--- config.mk ---
export PLATFORM = sky130hd
export DESIGN_NAME = strobe_cycle_decoder
export DESIGN_NICKNAME = d
export VERILOG_FILES = /design/src/rtl/scd_pkg.sv /design/src/rtl/strobe_sampler.sv /design/src/rtl/refresh_counter.sv /design/src/rtl/cell_array.sv /design/src/rtl/cycle_fsm.sv /design/src/rtl/strobe_cycle_decoder.sv
export SDC_FILE = /design/constraint.sdc
export NUM_CORES = 1
export LEC_CHECK = 0
export BUFFER_PORTS_ARGS = -buffer_cell sky130_fd_sc_hd__buf_2
export CAP_MARGIN = 30
export CORE_MARGIN = 2
export CORE_UTILIZATION = 25
export DETAILED_ROUTE_END_ITERATION = 8
export SYNTH_ARGS = -nofsm -noshare
export SYNTH_HDL_FRONTEND = slang
export SYNTH_HIERARCHICAL = 1
export SYNTH_SLANG_ARGS = --single-unit
--- constraint.sdc ---
create_clock -name clk -period 4 [get_ports clk]
set_input_delay 1 -clock clk [delete_from_list [all_inputs] [get_ports clk]]
set_output_delay 1 -clock clk [all_outputs]
set_load 0.01 [all_outputs]
--- src/rtl/scd_pkg.sv ---
package scd_pkg;
  typedef enum logic [2:0] {
    EV_READ       = 3'd0,
    EV_WRITE      = 3'd1,
    EV_ADDR_RFSH  = 3'd2,
    EV_CTR_RFSH   = 3'd3,
    EV_HIDDEN     = 3'd4,
    EV_TEST_ENTRY = 3'd5
  } ev_kind_e;

  typedef enum logic [1:0] {
    ST_IDLE,
    ST_ROW,
    ST_RFSH
  } dec_state_e;
endpackage

--- src/rtl/strobe_sampler.sv ---
module strobe_sampler #(
  parameter int ADDR_W = 11,
  parameter int DQ_W   = 4
) (
  input  logic              clk,
  input  logic              rst_n,
  input  logic              ras_n,
  input  logic              cas_n,
  input  logic              we_n,
  input  logic              oe_n,
  input  logic [ADDR_W-1:0] addr,
  input  logic [DQ_W-1:0]   din,
  output logic              ras_q,
  output logic              cas_q,
  output logic              we_q,
  output logic              oe_q,
  output logic [ADDR_W-1:0] addr_q,
  output logic [DQ_W-1:0]   din_q,
  output logic              ras_fall,
  output logic              ras_rise,
  output logic              cas_fall,
  output logic              we_fall
);
  localparam int NEDGE = 3;  // strobes that need edge detection

  logic [3:0]       cur;
  logic [NEDGE-1:0] prv;

  always_ff @(posedge clk) begin
    if (!rst_n) begin
      cur    <= '1;
      prv    <= '1;
      addr_q <= '0;
      din_q  <= '0;
    end else begin
      cur    <= {oe_n, we_n, cas_n, ras_n};
      prv    <= cur[NEDGE-1:0];
      addr_q <= addr;
      din_q  <= din;
    end
  end

  assign ras_q = cur[0];
  assign cas_q = cur[1];
  assign we_q  = cur[2];
  assign oe_q  = cur[3];

  assign ras_fall = prv[0] & ~cur[0];
  assign ras_rise = ~prv[0] & cur[0];
  assign cas_fall = prv[1] & ~cur[1];
  assign we_fall  = prv[2] & ~cur[2];
endmodule

--- src/rtl/refresh_counter.sv ---
module refresh_counter #(
  parameter int W = 11
) (
  input  logic         clk,
  input  logic         rst_n,
  input  logic         step,
  output logic [W-1:0] ptr
);
  always_ff @(posedge clk) begin
    if (!rst_n)    ptr <= '0;
    else if (step) ptr <= ptr + 1'b1;  // natural wrap at all-ones
  end
endmodule

--- src/rtl/cell_array.sv ---
module cell_array #(
  parameter int ROW_BITS = 4,
  parameter int COL_BITS = 4,
  parameter int DQ_W     = 4
) (
  input  logic                clk,
  input  logic                test_mode,
  input  logic                wr_en,
  input  logic [ROW_BITS-1:0] wr_row,
  input  logic [COL_BITS-1:0] wr_col,
  input  logic [DQ_W-1:0]     wr_data,
  input  logic [ROW_BITS-1:0] rd_row,
  input  logic [COL_BITS-1:0] rd_col,
  output logic [DQ_W-1:0]     rd_data
);
  localparam int ROWS     = 1 << ROW_BITS;
  localparam int COLS     = 1 << COL_BITS;
  localparam int GRP_BITS = 2;
  localparam int GRP      = 1 << GRP_BITS;
  localparam int CELLS    = GRP * DQ_W;

  logic [DQ_W-1:0]  mem [ROWS][COLS];
  logic [CELLS-1:0] grp_cells;
  logic             agree;

  always_ff @(posedge clk) begin
    if (wr_en) begin
      if (test_mode) begin
        for (int g = 0; g < GRP; g++)
          mem[wr_row][{wr_col[COL_BITS-1:GRP_BITS], GRP_BITS'(g)}] <= {DQ_W{wr_data[0]}};
      end else begin
        mem[wr_row][wr_col] <= wr_data;
      end
    end
  end

  always_comb begin
    for (int g = 0; g < GRP; g++)
      grp_cells[g*DQ_W +: DQ_W] = mem[rd_row][{rd_col[COL_BITS-1:GRP_BITS], GRP_BITS'(g)}];
    agree   = (&grp_cells) | ~(|grp_cells);
    rd_data = test_mode ? {DQ_W{agree}} : mem[rd_row][rd_col];
  end
endmodule

--- src/rtl/cycle_fsm.sv ---
module cycle_fsm
  import scd_pkg::*;
#(
  parameter int ADDR_W   = 11,
  parameter int DQ_W     = 4,
  parameter int ROW_BITS = 4,
  parameter int COL_BITS = 4
) (
  input  logic                clk,
  input  logic                rst_n,
  input  logic                ras_q,
  input  logic                cas_q,
  input  logic                we_q,
  input  logic                oe_q,
  input  logic                ras_fall,
  input  logic                ras_rise,
  input  logic                cas_fall,
  input  logic                we_fall,
  input  logic [ADDR_W-1:0]   addr_q,
  input  logic [DQ_W-1:0]     din_q,
  input  logic [ADDR_W-1:0]   ptr,
  input  logic [DQ_W-1:0]     rd_data,
  output logic                ptr_step,
  output logic                arr_wr,
  output logic [ROW_BITS-1:0] arr_row,
  output logic [COL_BITS-1:0] arr_wr_col,
  output logic [COL_BITS-1:0] arr_rd_col,
  output logic [DQ_W-1:0]     arr_wr_data,
  output logic                test_mode,
  output logic [DQ_W-1:0]     dout,
  output logic                dq_oe,
  output logic                evt_valid,
  output logic [2:0]          evt_kind,
  output logic [ADDR_W-1:0]   evt_row
);
  dec_state_e          st;
  ev_kind_e            kind_r;
  logic [ADDR_W-1:0]   row_r;
  logic [COL_BITS-1:0] col_r;
  logic                cas_seen;
  logic                hold;
  logic                test_r;
  logic                ctr_rfsh;
  logic                early_wr;
  logic                late_wr;

  // CAS level is taken before the RAS edge in the same sample.
  assign ctr_rfsh = ras_fall & ~cas_q;
  assign early_wr = (st == ST_ROW) & cas_fall & ~we_q;
  assign late_wr  = (st == ST_ROW) & ~cas_fall & ~cas_q & cas_seen & we_fall;

  assign ptr_step    = ctr_rfsh;
  assign arr_wr      = early_wr | late_wr;
  assign arr_row     = row_r[ROW_BITS-1:0];
  assign arr_wr_col  = early_wr ? addr_q[COL_BITS-1:0] : col_r;
  assign arr_rd_col  = addr_q[COL_BITS-1:0];
  assign arr_wr_data = din_q;

  assign test_mode = test_r;
  assign dq_oe     = hold & ~oe_q;
  assign evt_kind  = kind_r;

  always_ff @(posedge clk) begin
    if (!rst_n) begin
      st        <= ST_IDLE;
      kind_r    <= EV_READ;
      row_r     <= '0;
      col_r     <= '0;
      cas_seen  <= 1'b0;
      hold      <= 1'b0;
      test_r    <= 1'b0;
      dout      <= '0;
      evt_valid <= 1'b0;
      evt_row   <= '0;
    end else begin
      evt_valid <= 1'b0;
      if (ras_q && cas_q) hold <= 1'b0;

      if (ctr_rfsh) begin
        st        <= ST_RFSH;
        evt_valid <= 1'b1;
        evt_row   <= ptr;
        if (!we_q) begin
          kind_r <= EV_TEST_ENTRY;
          test_r <= 1'b1;
        end else begin
          kind_r <= hold ? EV_HIDDEN : EV_CTR_RFSH;
          test_r <= 1'b0;
        end
      end else if (ras_fall) begin
        st       <= ST_ROW;
        row_r    <= addr_q;
        cas_seen <= 1'b0;
      end else if (ras_rise) begin
        st <= ST_IDLE;
        if (st == ST_ROW && !cas_seen) begin
          evt_valid <= 1'b1;
          kind_r    <= EV_ADDR_RFSH;
          evt_row   <= row_r;
          test_r    <= 1'b0;
        end
      end else if (st == ST_ROW) begin
        if (cas_fall) begin
          cas_seen  <= 1'b1;
          col_r     <= addr_q[COL_BITS-1:0];
          evt_valid <= 1'b1;
          evt_row   <= row_r;
          if (we_q) begin
            kind_r <= EV_READ;
            hold   <= 1'b1;
            dout   <= rd_data;
          end else begin
            kind_r <= EV_WRITE;
            hold   <= 1'b0;
          end
        end else if (late_wr) begin
          evt_valid <= 1'b1;
          evt_row   <= row_r;
          kind_r    <= EV_WRITE;
          hold      <= 1'b0;
        end
      end
    end
  end
endmodule

--- src/rtl/strobe_cycle_decoder.sv ---
module strobe_cycle_decoder #(
  parameter int ADDR_W   = 11,
  parameter int DQ_W     = 4,
  parameter int ROW_BITS = 4,
  parameter int COL_BITS = 4
) (
  input  logic              clk,
  input  logic              rst_n,
  input  logic              ras_n,
  input  logic              cas_n,
  input  logic              we_n,
  input  logic              oe_n,
  input  logic [ADDR_W-1:0] addr,
  input  logic [DQ_W-1:0]   din,
  output logic [DQ_W-1:0]   dq_out,
  output logic              dq_oe,
  output logic              test_mode,
  output logic [ADDR_W-1:0] rfsh_ptr,
  output logic              evt_valid,
  output logic [2:0]        evt_kind,
  output logic [ADDR_W-1:0] evt_row
);
  logic                ras_q, cas_q, we_q, oe_q;
  logic                ras_fall, ras_rise, cas_fall, we_fall;
  logic [ADDR_W-1:0]   addr_q;
  logic [DQ_W-1:0]     din_q;
  logic                ptr_step;
  logic                arr_wr;
  logic [ROW_BITS-1:0] arr_row;
  logic [COL_BITS-1:0] arr_wr_col, arr_rd_col;
  logic [DQ_W-1:0]     arr_wr_data, rd_data;

  strobe_sampler #(.ADDR_W(ADDR_W), .DQ_W(DQ_W)) u_smp (
    .clk(clk), .rst_n(rst_n), .ras_n(ras_n), .cas_n(cas_n), .we_n(we_n),
    .oe_n(oe_n), .addr(addr), .din(din), .ras_q(ras_q), .cas_q(cas_q),
    .we_q(we_q), .oe_q(oe_q), .addr_q(addr_q), .din_q(din_q),
    .ras_fall(ras_fall), .ras_rise(ras_rise), .cas_fall(cas_fall),
    .we_fall(we_fall)
  );

  refresh_counter #(.W(ADDR_W)) u_ctr (
    .clk(clk), .rst_n(rst_n), .step(ptr_step), .ptr(rfsh_ptr)
  );

  cycle_fsm #(.ADDR_W(ADDR_W), .DQ_W(DQ_W), .ROW_BITS(ROW_BITS),
              .COL_BITS(COL_BITS)) u_fsm (
    .clk(clk), .rst_n(rst_n), .ras_q(ras_q), .cas_q(cas_q), .we_q(we_q),
    .oe_q(oe_q), .ras_fall(ras_fall), .ras_rise(ras_rise),
    .cas_fall(cas_fall), .we_fall(we_fall), .addr_q(addr_q), .din_q(din_q),
    .ptr(rfsh_ptr), .rd_data(rd_data), .ptr_step(ptr_step), .arr_wr(arr_wr),
    .arr_row(arr_row), .arr_wr_col(arr_wr_col), .arr_rd_col(arr_rd_col),
    .arr_wr_data(arr_wr_data), .test_mode(test_mode), .dout(dq_out),
    .dq_oe(dq_oe), .evt_valid(evt_valid), .evt_kind(evt_kind),
    .evt_row(evt_row)
  );

  cell_array #(.ROW_BITS(ROW_BITS), .COL_BITS(COL_BITS), .DQ_W(DQ_W)) u_arr (
    .clk(clk), .test_mode(test_mode), .wr_en(arr_wr), .wr_row(arr_row),
    .wr_col(arr_wr_col), .wr_data(arr_wr_data), .rd_row(arr_row),
    .rd_col(arr_rd_col), .rd_data(rd_data)
  );
endmodule

* Yosys cells after proc, flatten, opt, wreduce, memory -nomap -nowiden *
Memory sizes are Yosys's and may differ from the RTL's. A register that Yosys moved wholly into a read port is not among the register bits.
Cells that the tools add are included.

cells by class
  add/sub/neg operators = 1
  reductions and logical operators = 25
  bitwise operators = 291
  multiplexer cells = 338
  order comparisons = 15
  eq/ne operators = 4

operators by type and width
  kind                   count
  $mux 64                5
  $mux 1                 285
  $or 1x1->1             258
  $bmux 4 s4             5
  $demux 4 s4            5
  $mux 11                7
  $mux 4                 19
  $ge 5x5->1 const B     10
  $not 4->5              10
  $mux 3                 9
  $lt 5x1->1 const B     5
  $reduce_and 16->1      1
  $reduce_or 16->1       1
  $and 1x1->1            12
  $add 11x1->11 const B  1
  $not 1->1              11
  $reduce_bool 2->1      5
  $reduce_and 4->1       2
  $logic_and 1x1->1      7
  $mux 2                 3
  $reduce_and 6->1       1
  $reduce_bool 3->1      2
  $reduce_and 5->1       1
  $reduce_bool 4->1      1
  8 further kinds        8

storage, ports and cells
  bits in writable memories = 1,024
  memories = 1
  input bits = 21
  logic and storage cells = 691
  register bits after elaboration = 72

memories
  memory     depth  bits a word  rd ports  clocked after Yosys merged registers in  write ports  line              source
  u_arr.mem  16     64           1         1                                        1            cell_array.sv:22  logic [DQ_W-1:0] mem [ROWS][COLS];

* Longest topological paths before layout *
  depth in word-level cells = 15
  depth in mapped cells = 17
  mapped depth without buffers = 11

* Cells and area by module *
Netlist, hierarchy kept.

by module, submodules not included
  module           instances  sequential area each (µm²)  area each (µm²)  cells each
  cell_array       1          30,749.5                    41,720.0         2,177
  cycle_fsm        1          780.7                       1,968.1          215
  strobe_sampler   1          440.4                       615.6            50
  refresh_counter  1          220.2                       511.7            55

* Worst setup path after synthesis *
Ideal clock, no wire load.

  kind = reg-to-reg
  start = register u_smp.prv[1]
  end = memory u_arr/mem[5][16] in the netlist's numbering, enable pin
  slack = 0.776 ns
  arrival time = 2.895 ns
  required time = 3.671 ns
  cell stages (with the launch flop) = 11
  cells stage by stage = dfxtp_1 -> nor2b_1 -> nand2b_1 -> nor2_1 -> mux2_2 -> nand2b_1 -> nor3b_1 -> nor2b_1 -> nor2_1 -> clkbuf_1 -> nor2_1

between the ends
  longest elaborated chain between the ends = 14
  elaborated cells on any way between the ends = 51
  classes of those cells = order compare: 10; mux: 18; bitwise: 18; reduce/logical: 5

RTL lines
  what                                                                   line                        source
  start, declared                                                        strobe_sampler.sv:27        logic [NEDGE-1:0] prv;
  start signal, assigned                                                 strobe_sampler.sv:37        prv <= cur[NEDGE-1:0];
  $and 1x1->1 (*)                                                        strobe_sampler.sv:50        assign cas_fall = prv[1] & ~cur[1];
  named net cas_fall                                                     strobe_cycle_decoder.sv:24  logic ras_fall, ras_rise, cas_fall, we_fall;
  $and 1x1->1 (*) (2 in a row)                                           cycle_fsm.sv:49             assign early_wr = (st == ST_ROW) & cas_fall & ~we_q;
  $mux 4 (*)                                                             cycle_fsm.sv:55             assign arr_wr_col = early_wr ? addr_q[COL_BITS-1:0] : col_r;
  named net arr_wr_col[2]                                                strobe_cycle_decoder.sv:30  logic [COL_BITS-1:0] arr_wr_col, arr_rd_col;
  $not 4->5 (not written as such)                                        cell_array.sv:30            mem[wr_row][{wr_col[COL_BITS-1:GRP_BITS], GRP_BITS'(g)}] <= {DQ_W{wr_data[0]}};
  $ge 5x5->1 (not written as such) / $lt 5x1->1 (equally long branches)  cell_array.sv:30
  $logic_and 1x1->1 (not written as such)                                cell_array.sv:30
  $mux 4 (not written as such)                                           cell_array.sv:30
  $demux 4 s4                                                            cell_array.sv:30
  $mux 64 (not written as such)                                          cell_array.sv:30
  $or 1x1->1 (no line) (3 in a row)                                      n/a
  $or 1x1->1 (no line) (*)                                               n/a
  end, declared                                                          cell_array.sv:22

Mark *: on every way through the listed nets, which the timed path passes. The rest lies on a longest branch.

==> summary.txt <==
Run status
  • Status: finished clean

Synth
  • XOR/XNOR Fraction of Synth Area: 0.000782
  • Avg Cell Area, Syn: 17.9 um^2
  • Yosys cell types: 72
  • Synth Area in Simple Gates: 0.0595
  • Multiplexer area fraction after synthesis: 0.164
  • Synth Cell Area: 44800 um^2
  • Cell count after synthesis: 2497
  • Largest family of logic cells by synthesized area: multiplexers
  • #FFs+latches synth: 1096
  • Yosys Warn Count: 6
  • Ys flop type: edfxtp_1
  • EDFF count, synth: 1024
  • Mapped Nets: 2519
  • Post-synthesis sequential area ratio: 0.718
  • Synth Area in Adders: 0.000279
  • Async S/R FF share, synth: 0
  • Compound-gate portion of the synthesized area: 0.0350

Floorplan
  • Die height: 427 um
  • Die width: 427 um
  • I/O pin count: 53
  • Cell row count: 155
  • Core area: 178000 um^2
  • Die area: 183000 um^2
  • Starting Density: 0.251

Global routing
  • Initial antenna violation count: 2
  • First-pass GRT wire length: 173 mm
  • Largest net degree at the start of global routing: 118
  • GRT overflow: 0
  • Vias in the first global route: 24400
  • Total GRT Usage: 0.128

Worst setup path
  • Reg2Reg Depth: 13
  • Arr. time, crit path: 4.28 ns
  • Crit path from: u_fsm/row_r[0]$_SDFFE_PN0P_
  • Worst r2r src: u_fsm/row_r[0]$_SDFFE_PN0P_
  • Critical Path Fanout Max: 22
  • Crit. End Element: register
  • Worst Setup Start Kind: register
  • R2r setup slk: 0.36 ns
  • Reg-to-reg endpoint: u_fsm/dout[0]$_SDFFE_PN0P_
  • Worst EP required: 4.63 ns
  • Crit path kind: register to register
  • Crit path capture: u_fsm/dout[0]$_SDFFE_PN0P_

Clock network
  • CTS resizes: 0
  • Sink Count: 1096
  • Worst skew pair latency: 0.70 ns
  • Clock transition at path regs: 0.06 ns
  • H-tree depth: 3
  • Post-CTS Hold Fix Bufs: 0
  • Clk root buf: clkbuf_16
  • Post-CTS Setup Bufs: 0
  • Clock buffer count from CTS: 110
  • CTS max path bufs: 3
  • CTS tree: done

Cells and area
  • Most common cell after layout, fill and taps aside: edfxtp_1
  • Fin cells: 5133
  • Commonest cells after routing, fill and taps aside: edfxtp_1, nor2_1, mux4_2, buf_4, nand2_1
  • Final core utilization: 0.294
  • Layout Nets: 2714
  • # diodes: 0
  • Filler cell count: 17400
  • Area Overhead vs Synth: 16.8%
  • Fin area: 52300 um^2
  • Fraction of layout cells with a size suffix above 1: 0.277

Timing
  • Max Clk Rate: 274 MHz
  • Slew Limit Fails: 0
  • Final min period: 3.64 ns
  • Total Neg Setup Slack: 0 ns
  • RSZ-0062 raised after global routing: no
  • Final Cycle Share: 0.911
  • Hold slack: 0.439 ns
  • Hold Vio Cnt, Final: 0
  • Worst-Margin Slew: 0.959 ns
  • Final Skew: 0.0267 ns
  • Slew headroom: 0.358
  • Final setup vio count: 0
  • Setup ws final: 0.355 ns

Pwr
  • Power per cell area: 449 nW/um^2
  • Peak supply drop: 0.331 mV
  • LEAKAGE: 16.1 nW
  • Total power: 23.5 mW

Route
  • Drt wl/cell: 23.1 um
  • Post-Route M1 WL: 49.4 mm
  • Met3 WL: 8.57 mm
  • Post-route DRC: 0
  • Antenna-violating nets left: 0
  • Detailed-route via count: 24400
  • 1st-iter DRT viols: 2721
  • DR WL met2: 56.2 mm
  • WL final: 118 mm
  • DR top layer: met4
  • Vias per cell: 4.75
  • TritonRoute pass-1 iters: 9

Placed design
  • Inst Count DP: 4935
  • Post-Place Setup Slack: 0.482 ns
  • Final HPWL DP: 78.5 mm
  • Placer Congestion: 0.923
  • Post-DP Area: 48900 um^2
  • IO buf count: 52

Run
  • Max Cap Violations: 0

Min path
  • Worst Min Path Start: u_smp/addr_q[8]$_SDFF_PN0_
  • HP Class: register to register
-- layout make-up --
cell class	count	area [um^2]	share of cell area
timing repair buffer	249	1990	0.0380
clock inverter	65	611	0.0117
sequential	1096	32200	0.616
multi-input combinational	1227	11700	0.223
clock buffer	133	2870	0.0548
tap	2355	2950	0.0563
inverter	8	30.0	0.000574
-- report_power, final --
part / leakage [nW] / internal [mW] / switching [mW]
clock: 1.70 / 5.79 / 4.27
combinational: 4.46 / 0.308 / 0.572
sequential: 9.93 / 12.5 / 0.0458
-- worst min-delay path by stage --
stage	endpoint	slack [ns]	depth (start not counted)
2_1_floorplan	u_fsm/row_r[10]$_SDFFE_PN0P_	0.43	2
3_3_place_gp	u_fsm/row_r[5]$_SDFFE_PN0P_	0.43	2
3_5_place_dp	u_fsm/row_r[9]$_SDFFE_PN0P_	0.44	2
4_1_cts	u_fsm/row_r[8]$_SDFFE_PN0P_	0.45	2
5_1_grt	u_fsm/row_r[6]$_SDFFE_PN0P_	0.47	2
6_report	u_fsm/row_r[8]$_SDFFE_PN0P_	0.44	2
-- worst max-delay path: stages (launching register included) --
cell and delay, ns:
dfxtp_4 0.41, buf_12 0.25, buf_4 0.23, mux4_2 0.52, a22oi_1 0.22, nand2_1 0.20, a22o_1 0.28, a211oi_1 0.41
and3_1 0.23, nand3_1 0.09, o32ai_2 0.35, or2_1 0.16, mux2i_1 0.08, nor2b_1 0.14
-- Yosys cell counts (17+ instances only) --
cell,n,share of area
buf_2,28,0.0031
nand3_1,23,0.0026
clkbuf_1,85,0.0071
a21oi_1,38,0.0042
and2_1,22,0.0031
mux2i_1,66,0.015
edfxtp_1,1024,0.69
mux4_2,257,0.13
buf_4,22,0.0037
dfxtp_1,72,0.032
nor2_1,308,0.026
mux2_2,78,0.020
nand2b_1,17,0.0024
a22oi_1,86,0.014
nor2b_1,36,0.0050
buf_6,22,0.0055
nand2_1,151,0.013
-- routing by layer --
metal  track usage  vias up
met3        0.0213      234
li1              -    10300
met2         0.206     1028
met5             0        -
met4        0.0451        0
met1         0.174    12800
-- sequential cells by signal (all words and copies together), names as in the netlist --
register and flops:
u_arr/mem 1024, u_ctr/ptr 11, u_fsm/evt_row 11, u_fsm/row_r 11, u_smp/addr_q 11, u_fsm/col_r 4
u_fsm/dout 4, u_smp/cur 4, u_smp/din_q 4, u_fsm/evt_kind 3, u_smp/prv 3, u_fsm/st 2
u_fsm/cas_seen 1, u_fsm/evt_valid 1, u_fsm/hold 1, u_fsm/test_mode 1
-- cell families (layout without fill, tap and decap cells) --
group                      count (synthesis)  after routing
AOI/OAI and AO/OA                        216            216
xor gates and xnor gates                   4              4
adders and majority gates                  1              1
buffers and inverters                    174            455
DFF                                     1096           1096
muxes                                    402            402
and+or+nand+nor                          604            604
(Power assumes the default switching activity.)
